==> config.mk <==
export PLATFORM = sky130hd
export DESIGN_NAME = tas_gate_sched
export DESIGN_NICKNAME = d
export VERILOG_FILES = /design/src/rtl/tas_pkg.sv /design/src/rtl/tas_sched_table.sv /design/src/rtl/tas_entry_seek.sv /design/src/rtl/tas_gate_sched.sv
export SDC_FILE = /design/constraint.sdc
export NUM_CORES = 2
export LEC_CHECK = 0
export BUFFER_PORTS_ARGS = -buffer_cell sky130_fd_sc_hd__buf_2
export CAP_MARGIN = 20
export CORE_MARGIN = 1
export CORE_UTILIZATION = 45
export DETAILED_ROUTE_END_ITERATION = 10
export GPL_TIMING_DRIVEN = 1
export PLACE_DENSITY = 0.66
export SLEW_MARGIN = 40
export SYNTH_ARGS = -nofsm -noshare
export SYNTH_HDL_FRONTEND = slang
export SYNTH_HIERARCHICAL = 1
export SYNTH_SLANG_ARGS = --single-unit
==> constraint.sdc <==
create_clock -name clk -period 65.8 [get_ports clk]
set_clock_uncertainty 0.2 [all_clocks]
set_input_delay 6.58 -clock clk [delete_from_list [all_inputs] [get_ports clk]]
set_output_delay 6.58 -clock clk [all_outputs]
set_load 0.005 [all_outputs]
==> src/rtl/tas_pkg.sv <==
package tas_pkg;

    localparam int unsigned GATE_N  = 8;
    localparam int unsigned GRID_NS = 200;

    typedef enum logic [1:0] {
        ST_OFF  = 2'd0,
        ST_SEEK = 2'd1,
        ST_WAIT = 2'd2,
        ST_RUN  = 2'd3
    } sched_state_e;

    function automatic logic [63:0] ns_to_slot(input logic [63:0] t_ns);
        return t_ns / 64'(GRID_NS);
    endfunction

endpackage

==> src/rtl/tas_sched_table.sv <==
module tas_sched_table #(
    parameter int unsigned N_ENTRIES = 8,
    parameter int unsigned IDX_W     = 3,
    parameter int unsigned DUR_W     = 32,
    parameter int unsigned CYC_W     = DUR_W + IDX_W
) (
    input  logic                      clk,
    input  logic                      rst,
    input  logic                      lock,
    input  logic                      wr_en,
    input  logic [IDX_W-1:0]          wr_idx,
    input  logic [tas_pkg::GATE_N-1:0] wr_mask,
    input  logic [DUR_W-1:0]          wr_dur,
    output logic [tas_pkg::GATE_N-1:0] mask_o [N_ENTRIES],
    output logic [DUR_W-1:0]          dur_o  [N_ENTRIES],
    output logic [CYC_W-1:0]          cycle_o
);
    logic wr_ok;
    assign wr_ok = wr_en && !lock;

    for (genvar e = 0; e < N_ENTRIES; e++) begin : g_entry
        always_ff @(posedge clk) begin
            if (rst) begin
                mask_o[e] <= '1;
                dur_o[e]  <= '0;
            end else if (wr_ok && (wr_idx == IDX_W'(e))) begin
                mask_o[e] <= wr_mask;
                dur_o[e]  <= wr_dur;
            end
        end
    end

    always_comb begin
        cycle_o = '0;
        for (int e = 0; e < N_ENTRIES; e++) begin
            cycle_o = cycle_o + CYC_W'(dur_o[e]);
        end
    end
endmodule

==> src/rtl/tas_entry_seek.sv <==
module tas_entry_seek #(
    parameter int unsigned N_ENTRIES = 8,
    parameter int unsigned IDX_W     = 3,
    parameter int unsigned DUR_W     = 32
) (
    input  logic [IDX_W-1:0] cur_idx,
    input  logic [DUR_W-1:0] dur_i [N_ENTRIES],
    output logic [IDX_W-1:0] next_idx,
    output logic [IDX_W-1:0] first_idx
);
    always_comb begin
        logic hit;
        next_idx = cur_idx;
        hit      = 1'b0;
        for (int k = 1; k <= N_ENTRIES; k++) begin
            int j;
            j = (int'(cur_idx) + k) % N_ENTRIES;
            if (!hit && dur_i[j] != '0) begin
                next_idx = IDX_W'(j);
                hit      = 1'b1;
            end
        end
    end

    always_comb begin
        logic hit0;
        first_idx = '0;
        hit0      = 1'b0;
        for (int j = 0; j < N_ENTRIES; j++) begin
            if (!hit0 && dur_i[j] != '0) begin
                first_idx = IDX_W'(j);
                hit0      = 1'b1;
            end
        end
    end
endmodule

==> src/rtl/tas_gate_sched.sv <==
module tas_gate_sched #(
    parameter int unsigned N_ENTRIES = 8,
    parameter int unsigned IDX_W     = (N_ENTRIES > 1) ? $clog2(N_ENTRIES) : 1,
    parameter int unsigned TIME_W    = 48,
    parameter int unsigned DUR_W     = 32
) (
    input  logic                       clk,
    input  logic                       rst,
    input  logic                       enable,
    input  logic [TIME_W-1:0]          cur_time,
    input  logic [TIME_W-1:0]          base_time,
    input  logic                       wr_en,
    input  logic [IDX_W-1:0]           wr_idx,
    input  logic [tas_pkg::GATE_N-1:0] wr_mask,
    input  logic [DUR_W-1:0]           wr_dur,
    input  logic                       peer_evt,
    input  logic [TIME_W-1:0]          peer_slot,
    output logic [tas_pkg::GATE_N-1:0] gate_open,
    output logic                       gate_evt,
    output logic [TIME_W-1:0]          evt_slot,
    output logic                       conflict
);
    import tas_pkg::*;

    localparam int unsigned CYC_W = DUR_W + IDX_W;

    logic [GATE_N-1:0] ent_mask [N_ENTRIES];
    logic [DUR_W-1:0]  ent_dur  [N_ENTRIES];
    logic [CYC_W-1:0]  cycle_ns;
    logic [IDX_W-1:0]  idx_q, nxt_idx, first_idx;

    sched_state_e      state_q;
    logic [TIME_W-1:0] start_q, next_q;
    logic [TIME_W-1:0] cur_slot, start_slot, next_slot;

    tas_sched_table #(
        .N_ENTRIES (N_ENTRIES),
        .IDX_W     (IDX_W),
        .DUR_W     (DUR_W),
        .CYC_W     (CYC_W)
    ) u_table (
        .clk     (clk),
        .rst     (rst),
        .lock    (enable),
        .wr_en   (wr_en),
        .wr_idx  (wr_idx),
        .wr_mask (wr_mask),
        .wr_dur  (wr_dur),
        .mask_o  (ent_mask),
        .dur_o   (ent_dur),
        .cycle_o (cycle_ns)
    );

    tas_entry_seek #(
        .N_ENTRIES (N_ENTRIES),
        .IDX_W     (IDX_W),
        .DUR_W     (DUR_W)
    ) u_seek (
        .cur_idx   (idx_q),
        .dur_i     (ent_dur),
        .next_idx  (nxt_idx),
        .first_idx (first_idx)
    );

    assign cur_slot   = TIME_W'(ns_to_slot(64'(cur_time)));
    assign start_slot = TIME_W'(ns_to_slot(64'(start_q)));
    assign next_slot  = TIME_W'(ns_to_slot(64'(next_q)));

    always_ff @(posedge clk) begin
        if (rst) begin
            state_q   <= ST_OFF;
            start_q   <= '0;
            next_q    <= '0;
            idx_q     <= '0;
            gate_open <= '1;
            gate_evt  <= 1'b0;
            evt_slot  <= '0;
            conflict  <= 1'b0;
        end else begin
            gate_evt <= 1'b0;
            conflict <= 1'b0;
            if (!enable) begin
                state_q   <= ST_OFF;
                gate_open <= '1;
            end else begin
                unique case (state_q)
                    ST_OFF: begin
                        start_q <= base_time;
                        state_q <= ST_SEEK;
                    end
                    ST_SEEK: begin
                        if (cycle_ns != '0) begin
                            if (start_q >= cur_time) begin
                                state_q <= ST_WAIT;
                            end else begin
                                start_q <= start_q + TIME_W'(cycle_ns);
                            end
                        end
                    end
                    ST_WAIT: begin
                        if (cur_slot >= start_slot) begin
                            state_q   <= ST_RUN;
                            idx_q     <= first_idx;
                            gate_open <= ent_mask[first_idx];
                            next_q    <= start_q + TIME_W'(ent_dur[first_idx]);
                            gate_evt  <= 1'b1;
                            evt_slot  <= start_slot;
                            conflict  <= peer_evt && (peer_slot == start_slot);
                        end
                    end
                    ST_RUN: begin
                        if (cur_slot >= next_slot) begin
                            idx_q     <= nxt_idx;
                            gate_open <= ent_mask[nxt_idx];
                            next_q    <= next_q + TIME_W'(ent_dur[nxt_idx]);
                            gate_evt  <= 1'b1;
                            evt_slot  <= next_slot;
                            conflict  <= peer_evt && (peer_slot == next_slot);
                        end
                    end
                    default: state_q <= ST_OFF;
                endcase
            end
        end
    end
endmodule

==> results.py <==
metrics = {
    "route": {
        "ant_nets": 0,
        "drt_iter0_markers": 8312,
        "vias": 74400,
        "totalWireLength_mm": 265,
        "wire_per_inst_um": 23.4,
        "dr.pass1.iters": 7,
        "vias_per_cell": 6.56,
        "drc": 0,
    },
    "critical_path": {
        "cp_data_arrival_time_ps": 43880,
        "timing.rr.start": "start_q[43]",
        "critPathCaptureType": "register",
        "crit_end": "conflict",
        "path_common_cell": "a21oi_1",
        "startpoint_type": "input port",
        "r2r_setup_slack_ps": 27370,
        "critPathKind": "in -> reg",
        "path_max_fanout": 13,
        "timing.rr.end": "conflict",
        "setup.worst_path.start": "cur_time[27]",
        "max_stage_delay_ps": 770,
        "crit_required_ps": 66190,
        "cp_slowest_cell": "nor4_1",
        "r2r_cells": 128,
    },
    "logic_synthesis": {
        "netlist_area_um2": 71800,
        "ys.flop_type": "dfxtp_1",
        "async_flop_share_pct": 0,
        "yosysUniqueCellTypes": 212,
        "synth-seq-cells": 472,
        "synth_edf_count": 0,
        "yosysSeqAreaShare_pct": 13.2,
        "synth_top_area_cell": "dfxtp_1",
        "ys_warn_count": 6,
        "avgSynthCellArea_um2": 7.66,
        "synth_top_area_share_pct": 13.2,
        "synth_area_leaders": "dfxtp_1 (13%), nand2_1 (6.3%), a21oi_1 (5.4%)",
        "netlist_instances": 9377,
    },
    "final_layout": {
        "final_cells": 11300,
        "final_common_cell": "nand2_1",
        "final_cell_mix": "nand2_1 (1204), a21oi_1 (781), inv_1 (713), nor2_1 (606), dfxtp_1 (468)",
        "drive_above_1_share_pct": 14.9,
        "area_growth_pct": 5.45,
        "nets": 9873,
    },
    "die": {
        "die_area_um2": 161000,
        "dieHeight_um": 402,
        "initial_core_util_pct": 45.4,
        "rows": 146,
        "fp.dieW_um": 402,
        "io_pins": 250,
        "fp.coreArea_um2": 158000,
    },
    "clock_network": {
        "cts_tree": "done",
        "clk_latency_ps": 710,
        "cts_max_level": 2,
        "cts_root_buffer": "clkbuf_16",
        "ctsHoldBuffers": 0,
        "clockBufferDepth": 3,
        "path_clk_slew_ps": 60,
        "numCtsBuffers": 57,
        "cts.sinks": 472,
        "ctsResizeCount": 0,
        "cts_setup_buffers": 0,
    },
    "timing": {
        "slew_viol_final": 0,
        "rsz0062_at_grt": "no",
        "hold_viol_final": 0,
        "finalSetupViolCount": 0,
        "relSlewSlack_pct": 34.9,
        "min_period_ps": 43490,
        "layout_setup_ws_ps": 22310,
        "setup_tns_ps": 0,
        "timing.final.crit_share_pct": 66.1,
        "tightest_slew_ps": 965,
        "fmax_mhz": 23.0,
        "hold_ws_ps": 247,
    },
    "flow_run": {
        "cap_violations": 0,
    },
    "place": {
        "portBuffers": 242,
        "place_inst": 11200,
        "post-place-ws_ps": 22250,
        "gp_congestion": 1.00,
        "dp_hpwl_mm": 200,
    },
    "grt": {
        "grt_max_degree": 105,
        "grt_overflow_total": 0,
        "grt_pass1_wl_mm": 405,
        "globalRouteTotalUtil_pct": 31.3,
        "antenna_found_initial": 30,
        "grt_pass1_vias": 69000,
    },
    "hold_path": {
        "min_path_type": "reg -> reg",
        "min-delay-start": "evt_slot[4]",
    },
    "outcome": {
        "status": "complete, no violations",
    },
}
## per-layer routing
metal / GRT usage, % / routed length (um)
met5: 0 / 170
met4: 11.4 / 10300
met3: 6.60 / 26600
met2: 48.2 / 115000
met1: 42.9 / 113000
## kinds of logic (layout without fill, tap and decap cells)
family | count (synthesis) | in the layout | synth area share [%]
simple gates | 3389 | 3389 | 23.8
compound gates | 3011 | 3011 | 31.5
buf+inv | 1296 | 1174 | 8.13
fa+ha+maj | 494 | 494 | 10.5
flops | 472 | 472 | 13.2
mux | 395 | 395 | 8.75
xor+xnor | 319 | 319 | 4.13
other cells | 1 | 21 | 0.00522
## critical path, delay by kind of cell
family / cells / cell delay (ps)
muxes: 2 / 890
adders and majority gates: 1 / 290
xor gates and xnor gates: 7 / 2540
buffers and inverters: 6 / 1060
AOI/OAI and AO/OA: 83 / 21020
and+or+nand+nor: 45 / 11490
## through the flow
stage                     utilization [%]  cell area [um2]
after floorplan                         -            71900
after global placement               46.3            73400
after detailed placement             46.5            73600
after CTS                            47.8            75600
after global routing                 47.8            75700
final                                47.8            75800
## Yosys cell counts (all sizes together), types with 121 or more instances
library cell  number
nor3             234
a211oi           203
and2             121
mux4             170
nand3            245
nor2             630
nand2           1217
dfxtp            472
a21oi            816
o211ai           145
nor4             171
fa               194
a21o             122
buf              161
ha               271
clkbuf           387
xnor2            237
o21ai            464
inv              727
## worst min path at each step
stage | to | slack (ps) | cells past startpoint
final | evt_slot[4] | 250 | 2
after global routing | evt_slot[4] | 270 | 2
after CTS | evt_slot[4] | 250 | 2
after detailed placement | evt_slot[4] | 240 | 2
after global placement | evt_slot[4] | 240 | 2
after floorplan | next_q[2] | 240 | 2
## layout make-up
class | instances | area (um2)
diodes | 14 | 35.0
clock buffers | 73 | 1600
clock inverters | 31 | 465
fillers | 15600 | 82600
inverters | 742 | 2790
multi-input cells | 7615 | 56900
flip-flops and latches | 472 | 9450
well taps | 2072 | 2590
repair buffers | 328 | 1920
## registers in the layout (all words and copies together) (netlist names)
name / cells
u_table/dur_o: 256
u_table/mask_o: 64
next_q: 48
start_q: 48
evt_slot: 41
gate_open: 8
idx_q: 3
state_q: 2
conflict: 1
gate_evt: 1
Power is left out: the tool's default activity adds up to more than one toggle a clock period on the data nets, which glitch-free logic cannot reach.
